## config.mk

```make
export PLATFORM = sky130hd
export DESIGN_NAME = bit_unpacker
export DESIGN_NICKNAME = d
export VERILOG_FILES = /design/src/rtl/unpack_pkg.sv /design/src/rtl/unpack_seq.sv /design/src/rtl/unpack_rotreg.sv /design/src/rtl/bit_unpacker.sv
export SDC_FILE = /design/constraint.sdc
export NUM_CORES = 1
export LEC_CHECK = 0
export BUFFER_PORTS_ARGS = -buffer_cell sky130_fd_sc_hd__buf_2
export CORE_MARGIN = 2
export CORE_UTILIZATION = 58
export DETAILED_ROUTE_END_ITERATION = 7
export GPL_ROUTABILITY_DRIVEN = 1
export GPL_TIMING_DRIVEN = 0
export PLACE_DENSITY = 0.89
export SLEW_MARGIN = 10
export SYNTH_ARGS = -nofsm -noshare
export SYNTH_HDL_FRONTEND = slang
export SYNTH_HIERARCHICAL = 1
export SYNTH_SLANG_ARGS = --single-unit
```

## constraint.sdc

```tcl
create_clock -name clk -period 5.1 [get_ports clk]
set_input_delay 1.02 -clock clk [delete_from_list [all_inputs] [get_ports clk]]
set_output_delay 1.02 -clock clk [all_outputs]
set_load 0.02 [all_outputs]
```

## src/rtl/unpack_pkg.sv

```systemverilog
package unpack_pkg;
  localparam int unsigned DEFAULT_WORD_W = 64;

  // True when the transfer index is the final one of a word.
  function automatic logic is_final(input int unsigned idx, input int unsigned width);
    return idx == width - 1;
  endfunction

  // Next transfer index after a transfer that was not the final one.
  function automatic int unsigned next_index(input int unsigned idx);
    return idx + 1;
  endfunction
endpackage

```

## src/rtl/unpack_seq.sv

```systemverilog
module unpack_seq
  import unpack_pkg::*;
#(
  parameter int unsigned WORD_W = DEFAULT_WORD_W
) (
  input  logic clk,
  input  logic rst,
  input  logic in_valid,
  input  logic out_ready,
  output logic in_ready,
  output logic out_valid,
  output logic load,
  output logic shift,
  output logic last_bit
);
  localparam int unsigned CNT_W = (WORD_W > 1) ? $clog2(WORD_W) : 1;

  logic             busy;
  logic [CNT_W-1:0] idx;

  // Named events used by the datapath and the assertions.
  assign shift     = busy & out_ready;
  assign last_bit  = shift & is_final(int'(idx), WORD_W);
  assign in_ready  = ~busy | last_bit;
  assign load      = in_valid & in_ready;
  assign out_valid = busy;

  always_ff @(posedge clk) begin
    if (rst) begin
      busy <= 1'b0;
      idx  <= '0;
    end else if (load) begin
      busy <= 1'b1;
      idx  <= '0;
    end else if (shift) begin
      idx <= CNT_W'(next_index(int'(idx)));
      if (last_bit) busy <= 1'b0;
    end
  end

  // each non-final transfer moves the index on by exactly one.
  assert_index_step_R1: assert property (@(posedge clk) disable iff (rst)
    (shift && !last_bit && !load) |=> (int'(idx) == int'($past(idx)) + 1));

  // with no word loaded and none arriving, the block stays idle.
  assert_idle_hold_R3: assert property (@(posedge clk) disable iff (rst)
    (!busy && !load) |=> !busy);

  // while a word is in flight and its final bit is not being taken, no word is accepted.
  assert_block_input_R5: assert property (@(posedge clk) disable iff (rst)
    (busy && !last_bit) |-> !in_ready);

  // reset empties the block by the next cycle.
  assert_reset_clear_R7: assert property (@(posedge clk)
    rst |=> (!busy && in_ready));
endmodule

```

## src/rtl/unpack_rotreg.sv

```systemverilog
module unpack_rotreg
  import unpack_pkg::*;
#(
  parameter int unsigned WORD_W = DEFAULT_WORD_W
) (
  input  logic              clk,
  input  logic              rst,
  input  logic              load,
  input  logic              shift,
  input  logic [WORD_W-1:0] din,
  output logic              dout
);
  logic [WORD_W-1:0] data;

  // Rotate right and feed bit 0 back into the top, so the output is always bit 0.
  always_ff @(posedge clk) begin
    if (load)       data <= din;
    else if (shift) data <= {data[0], data[WORD_W-1:1]};
  end

  assign dout = data[0];

  // after a rotation the output is the bit that sat one place above.
  assert_rotate_next_R1: assert property (@(posedge clk) disable iff (rst)
    (shift && !load) |=> (dout == $past(data[1])));

  // after a load the output is bit 0 of the loaded word.
  assert_load_lsb_R8: assert property (@(posedge clk) disable iff (rst)
    load |=> (dout == $past(din[0])));
endmodule

```

## src/rtl/bit_unpacker.sv

```systemverilog
module bit_unpacker
  import unpack_pkg::*;
#(
  parameter int unsigned WORD_W = DEFAULT_WORD_W
) (
  input  logic              clk,
  input  logic              rst,
  input  logic              in_valid,
  input  logic [WORD_W-1:0] in_word,
  output logic              in_ready,
  output logic              out_valid,
  output logic              out_bit,
  input  logic              out_ready
);
  logic load;
  logic shift;
  logic last_bit;

  unpack_seq #(.WORD_W(WORD_W)) i_seq (
    .clk       (clk),
    .rst       (rst),
    .in_valid  (in_valid),
    .out_ready (out_ready),
    .in_ready  (in_ready),
    .out_valid (out_valid),
    .load      (load),
    .shift     (shift),
    .last_bit  (last_bit)
  );

  unpack_rotreg #(.WORD_W(WORD_W)) i_rot (
    .clk   (clk),
    .rst   (rst),
    .load  (load),
    .shift (shift),
    .din   (in_word),
    .dout  (out_bit)
  );

  // a stalled bit stays presented unchanged.
  assert_stall_hold_R2: assert property (@(posedge clk) disable iff (rst)
    (out_valid && !out_ready) |=> (out_valid && $stable(out_bit)));

  // the final transfer of a word always opens the input.
  assert_final_opens_R4: assert property (@(posedge clk) disable iff (rst)
    last_bit |-> (in_ready && out_valid && out_ready));

  // an accepted word is always presented in the next cycle.
  assert_load_valid_R8: assert property (@(posedge clk) disable iff (rst)
    load |=> out_valid);
endmodule

```

; Word-level counts from Yosys, hierarchy flattened
; Cells that the tools add are included.
[totals]
ff_bits = 71
inputBits = 68
elab_cells = 19
[op_classes]
bitwise = 5
n_reduce_logical = 4
muxes = 5
add_sub_neg = 1
n_eq_ne = 1
[ops]
columns = op, count
row1 = $mux 64, 2
row2 = $add 6x1->6 const B, 1
row3 = $eq 6x6->1 const B, 1
row4 = $reduce_bool 2->1, 2
row5 = $and 1x1->1, 3
row6 = $mux 1, 3
row7 = $reduce_and 2->1, 1
row8 = $reduce_or 2->1, 1
row9 = $not 1->1, 1
row10 = $or 1x1->1, 1

; Logic depth before layout (Yosys ltp)
; Gate-level depths: netlist of the first run.
[logic_depth]
word_depth = 6
depth_mapped = 7
mapped_depth_nobuf = 5

; Modules after synthesis
; Netlist of the first run, hierarchy kept.
[modules_own_cells]
columns = mod, instances, cells_each, area_per_inst_um2
row1 = unpack_rotreg, 1, 136, 2905.3
row2 = unpack_seq, 1, 39, 341.6

; Least setup slack after synthesis of the first run
; Ideal clock, no wire load.
[synth_timing]
kind = input to register
start = input out_ready
end = register i_rot.data[0], enable pin
arrival_time_ns = 3.483
setup_slack_ns = 1.192
path_stages = 6
setup_time_ns = 0.426
path_cell_list = nand3_1 o21ai_2 and2_1 buf_6 buf_6 or2_1
[synth_via]
elab_chain_cells = 5
[synth_rtl]
columns = item, line_no
row1 = "start, declared", bit_unpacker.sv:13  ; input logic out_ready
row2 = $and 1x1->1, unpack_seq.sv:22  ; assign shift = busy & out_ready;
row3 = $and 1x1->1, unpack_seq.sv:23  ; assign last_bit = shift & is_final(int'(idx), WORD_W);
row4 = $or 1x1->1, unpack_seq.sv:24  ; assign in_ready = ~busy | last_bit;
row5 = net in_ready, bit_unpacker.sv:10  ; output logic in_ready,
row6 = $and 1x1->1, unpack_seq.sv:25  ; assign load = in_valid & in_ready;
row7 = net load, bit_unpacker.sv:15  ; logic load;
row8 = $reduce_bool 2->1 (no line), n/a
row9 = "end signal, assigned", unpack_rotreg.sv:17  ; if (load) data <= din;
row10 = "end signal, assigned", unpack_rotreg.sv:18  ; else if (shift) data <= {data[0], data[WORD_W-1:1]};
row11 = "end, declared", unpack_rotreg.sv:13  ; logic [WORD_W-1:0] data;
; The timed path passes the listed nets, and every way through them passes these cells.
; A chain may end at the register's enable or synchronous reset.

; Worst setup path in the final report of the first run
[layout_timing]
start = input out_ready
end = register i_rot.data[29], enable pin
[layout_via]
elab_chain_cells = 5
[layout_rtl]
columns = item, line_no
row1 = $and 1x1->1, unpack_seq.sv:22
row2 = $and 1x1->1, unpack_seq.sv:23
row3 = $or 1x1->1, unpack_seq.sv:24
row4 = $and 1x1->1, unpack_seq.sv:25
row5 = net load, bit_unpacker.sv:15
row6 = $reduce_bool 2->1 (no line), n/a
; The timed path passes the listed nets, and every way through them passes these cells.

==> impl_metrics.env, run 1 <==
export IMPL_status="completed"
export IMPL_critPathLaunchType="input pin"
export IMPL_post_cts_resized=0
export IMPL_ant_nets=0
export IMPL_worstMarginPinSlew_ns=0.8398
export IMPL_place_hpwl_um=3565
export IMPL_place_congestion=0.7264
export IMPL_holdBufCountCts=0
export IMPL_clk_latency_ns=0.33
export IMPL_first_global_vias=1757
export IMPL_utilization_pct=70.90
export IMPL_start_util_pct=59.54
export IMPL_grt_max_degree=65
export IMPL_switching_share_pct=21.08
export IMPL_core_area_um2=5439
export IMPL_placementRows=27
export IMPL_finalSetupViolations=0
export IMPL_synth_avg_cell_area_um2=18.72
export IMPL_die_area_um2=6197
export IMPL_place_ws_ns=1.839
export IMPL_syn_area_um2=3238
export IMPL_fillers=394
export IMPL_die_w_um=78.72
export IMPL_crit_buf_inv=3
export IMPL_grt_usage_pct=18.04
export IMPL_htreeDepth=3
export IMPL_cts_clk_slew_worst_paths_ns=0.07
export IMPL_grt_pass1_wl_um=8245
export IMPL_drive_above_1_share_pct=60.47
export IMPL_placed_cell_area_um2=3676
export IMPL_finalCritPeriodShare_pct=56.94
export IMPL_grt_ovfl_total=0
export IMPL_first_iter_violations=95
export IMPL_wire_per_inst_um=16.34
export IMPL_post_cts_buffers=0
export IMPL_viasPerCell=5.239
export IMPL_cpPeakStageDelay_ns=0.70
export IMPL_drv_cap=0
export IMPL_final_cell_area_um2=3856
export IMPL_dpl_cell_count=314
export IMPL_maxSlewHeadroom_pct=44.01
export IMPL_firstDrtPassIters=4
export IMPL_syn_nets=242
export IMPL_cts_num_sinks=71
export IMPL_fin_ws_ns=2.196
export IMPL_cts_root_buf="clkbuf_8"
export IMPL_rsz0062_at_grt="false"
export IMPL_cts_tree="yes"
export IMPL_holdWs_ns=0.5146
export IMPL_syn_to_final_growth_pct=19.09
export IMPL_power_density_nw_per_um2=340.2
export IMPL_worstPathCellList="buf_2 > nand3_1 > o21ai_2 > and2_1 > buf_6 > buf_6 > or2_4"
export IMPL_power_leakage_nw=1.574
export IMPL_numCtsBuffers=9
export IMPL_slowest_stage="or2_4"
export IMPL_hp_class="reg -> reg"
export IMPL_grt_antenna_before_repair=0
export IMPL_ios=71
export IMPL_fin_cells=330
export IMPL_p_comb_share_pct=13.2
export IMPL_nets=322
export IMPL_vias=1729
export IMPL_clock_path_buffers=2
export IMPL_switchingPower_mw=0.2765
export IMPL_clockPowerShare_pct=31.6
export IMPL_portBuffers=69
export IMPL_crit_fanout=64
export IMPL_wirelength_um=5391
export IMPL_worst_ep_required_time_ns=5.05
export IMPL_ir_drop_mv=0.2803
export IMPL_cpLargestDelayFamily="simple AND/OR/NAND/NOR gates"
export IMPL_die_h_um=78.72
export IMPL_fmax_mhz=344.4
export IMPL_fin_total_pwr_mw=1.312
export IMPL_slew_viol_final=0
export IMPL_seqPwrFrac_pct=55.3
export IMPL_n_antenna_cell=0
export IMPL_cp_end_kind="flip-flop"
export IMPL_fin_skew_ns=0.01020
export IMPL_finalHoldViolCount=0
export IMPL_setup_tns_final_ns=0
export IMPL_crit_type="in -> reg"
export IMPL_critical_path_arrival_ns=2.86
export IMPL_crit_top_cell="buf_6"
export IMPL_intPower_mw=1.036
export IMPL_synth_warnings=6
export IMPL_syn_inst=173
export IMPL_drc=0
export IMPL_period_needed_ns=2.904
tightest hold or removal path, stage by stage, from the launching register on:
cell and delay (ns):
dfxtp_1 0.33, nand2_1 0.07, a221oi_1 0.07
worst paths after layout:
kind | endpoint | depth (start not counted) | from | slack (ns)
worst max-delay path | i_rot/data[29]$_DFFE_PP_ | 7 | out_ready | 2.20
worst min-delay path | i_seq/idx[1]$_SDFFE_PP0P_ | 2 | i_seq/idx[1]$_SDFFE_PP0P_ | 0.51
worst max register to register | i_rot/data[29]$_DFFE_PP_ | 7 | i_seq/idx[0]$_SDFFE_PP0P_ | 2.41
worst min register to register | i_seq/idx[1]$_SDFFE_PP0P_ | 2 | i_seq/idx[1]$_SDFFE_PP0P_ | 0.51
layout by cell type, fill, tap and decap left out, drive strengths merged:
master and n:
mux2 64, clkbuf 11, dfxtp 7, nand4 1, xor2 1, inv 3
edfxtp 64, ha 1, or3 3, clkinv 4, nand2 3, o21ai 4
buf 77, bufinv 1, or2 1, nand3 4, a221oi 4, and2 1
xnor2 1, a211oi 2, a21oi 1
cell type report:
class,count,area (um2),area share (%)
clock inverter,5,48.80,1.265
clock buffer,11,131.4,3.407
multi-input combinational,91,1091,28.29
inverter,3,11.26,0.2920
buffer,8,76.32,1.979
sequential,71,2062,53.47
timing repair buffer,69,345.3,8.955
tap,72,90.09,2.336
state kept, by name, summed over array words and instances, names as in the netlist:
name and cells:
i_seq/idx 6, i_seq/out_valid 1, i_rot/data 64
metal layers:
layer / vias up / global-route usage (%) / wire length [um]
li1: 831 / - / -
met1: 842 / 23.57 / 2406
met2: 52 / 28.55 / 2677
met3: 4 / 3.864 / 274
met4: 0 / 9.474 / 32
met5: - / 0 / 0
power groups by stage:
| stage | sequential (mW) | combinational [mW] | clock, mW |
|---|---|---|---|
| 3_5_place_dp | 0.737 | 0.173 | 0 |
| 3_3_place_gp | 0.738 | 0.167 | 0 |
| 4_1_cts | 0.726 | 0.175 | 0.427 |
| 2_1_floorplan | 0.733 | 0.125 | 0 |
| 6_report | 0.725 | 0.173 | 0.414 |
| 5_1_grt | 0.730 | 0.185 | 0.448 |
(Power assumes the default switching activity.)
==> run 2, diff against run 1 <==
CORE_UTILIZATION = 49   (was 58)
PLACE_DENSITY = 0.81   (was 0.89)
clock period = 2.55 ns   (was 5.1 ns; I/O delays follow)
==> run 2 against run 1 <==
  * Global-route usage is 2.2 points lower
  * Combinational power is 100% higher
  * Final cell count is 1.8% higher
  * Flip-flop and latch count stayed put
  * Power up 100%
  * Clock skew down 0.00088 ns
  * Clock power increased by 110%
  * Worst hold slack worse by 0.070 ns
  * Die area is 17% higher
  * Critical path depth is the same
  * First-iteration DRC count rose by 3.2%
  * Highest routed layer unchanged
==> impl_metrics.env, run 2 (same netlist as run 1, synthesis figures left out) <==
export IMPL_wire_per_inst_um=16.27
export IMPL_top_register="i_rot/data"
export IMPL_first_iter_violations=98
export IMPL_n_antenna_cell=0
export IMPL_grt_max_degree=33
export IMPL_place_hpwl_um=3438
export IMPL_largest_reg_flops=64
export IMPL_finalSetupViolations=0
export IMPL_drive_above_1_share_pct=61.00
export IMPL_cts_tree="yes"
export IMPL_crit_fanout=32
export IMPL_power_leakage_nw=1.582
export IMPL_ios=71
export IMPL_vias=1733
export IMPL_ir_drop_mv=0.3482
export IMPL_grt_antenna_before_repair=0
export IMPL_die_area_um2=7274
export IMPL_dpl_cell_count=319
export IMPL_holdWs_ns=0.4447
export IMPL_layout_commonest_cell="buf_2"
export IMPL_grt_pass1_wl_um=8735
export IMPL_fin_cells=336
export IMPL_fin_skew_ns=0.009327
export IMPL_place_ws_ns=-0.2593
export IMPL_grt_usage_pct=15.86
export IMPL_grt_ovfl_total=0
export IMPL_clk_latency_ns=0.33
export IMPL_portBuffers=69
export IMPL_placed_cell_area_um2=3682
export IMPL_viasPerCell=5.158
export IMPL_cts_clk_slew_worst_paths_ns=0.07
export IMPL_slew_viol_final=0
export IMPL_cts_root_buf="clkbuf_8"
export IMPL_finalHoldViolCount=0
export IMPL_placementRows=29
export IMPL_numCtsBuffers=9
export IMPL_first_global_vias=1802
export IMPL_worstMarginPinSlew_ns=0.4735
export IMPL_utilization_pct=60.87
export IMPL_power_density_nw_per_um2=683.1
export IMPL_finalCritPeriodShare_pct=91.46
export IMPL_worst_ep_required_time_ns=2.52
export IMPL_critical_path_arrival_ns=2.30
export IMPL_die_w_um=85.29
export IMPL_ant_nets=0
export IMPL_drc=0
export IMPL_critPathLaunchType="flip-flop"
export IMPL_clock_path_buffers=2
export IMPL_start_util_pct=50.71
export IMPL_place_congestion=0.7729
export IMPL_wirelength_um=5467
export IMPL_fmax_mhz=428.8
export IMPL_layout_common_cells="buf_2, edfxtp_1, mux2_4"
export IMPL_post_cts_buffers=0
export IMPL_syn_to_final_growth_pct=20.05
export IMPL_holdBufCountCts=0
export IMPL_core_area_um2=6386
export IMPL_rsz0062_at_grt="false"
export IMPL_setup_tns_final_ns=0
export IMPL_drv_cap=0
export IMPL_status="completed"
export IMPL_nets=323
export IMPL_maxSlewHeadroom_pct=68.43
export IMPL_fin_ws_ns=0.2177
export IMPL_fin_total_pwr_mw=2.656
export IMPL_cp_end_kind="flip-flop"
export IMPL_cts_num_sinks=71
export IMPL_final_cell_area_um2=3887
export IMPL_die_h_um=85.29
export IMPL_fillers=506
export IMPL_firstDrtPassIters=4
export IMPL_htreeDepth=3
export IMPL_hp_class="in -> reg"
export IMPL_period_needed_ns=2.332
export IMPL_crit_type="reg -> reg"
-- run 2: cell types whose count changed in the layout (fill, tap and decap cells not counted), sizes merged --
cell	previous run	this run
clkbuf	11	10
clkinv	4	5
or2	1	2
-- run 2: layer usage --
metal	GRT usage, %	vias to the layer above	share of wire (%)
met2	23.86	50	45
met3	3.696	6	5.2
met4	6.205	0	0.70
met5	0	-	0
li1	-	837	-
met1	22.42	840	49
-- run 2: power by group --
group          internal [mW]  total [mW]  switching, mW
logic                  0.214       0.352          0.137
clock network          0.449       0.858          0.409
registers               1.41        1.45         0.0334
-- run 2: path summary, 6_finish.rpt --
check,start,to,slack [ns],depth (start not counted)
hold / removal,rst,i_seq/idx[4]$_SDFFE_PP0P_,0.44,2
setup reg to reg,i_seq/idx[0]$_SDFFE_PP0P_,i_rot/data[20]$_DFFE_PP_,0.22,7
setup / recovery,i_seq/idx[0]$_SDFFE_PP0P_,i_rot/data[20]$_DFFE_PP_,0.22,7
hold reg to reg,i_seq/idx[1]$_SDFFE_PP0P_,i_seq/idx[1]$_SDFFE_PP0P_,0.52,2
-- run 2: timing repair --
item / in CTS / in global routing
pin swaps: 1 / 0
gates resized for setup: 1 / 1
endpoints found under the setup margin: 64 / 64
gates cloned: 1 / 0
-- run 2: final cells by class --
class / instances / area, um2 / share of cell area [%]
well taps: 77 / 96.34 / 2.478
clock buffers: 10 / 127.6 / 3.283
flip-flops and latches: 71 / 2062 / 53.04
repair buffers: 69 / 345.3 / 8.883
clock inverters: 6 / 61.31 / 1.577
multi-input cells: 92 / 1107 / 28.48
plain buffers: 8 / 76.32 / 1.963
inverters: 3 / 11.26 / 0.2897
-- run 2: worst max-delay path, cell delays in order (launching register included) --
cell	delay, ns
dfxtp_1	0.37
ha_1	0.18
nand3_1	0.11
o21ai_4	0.28
and2_1	0.20
buf_6	0.17
buf_6	0.19
or2_4	0.44
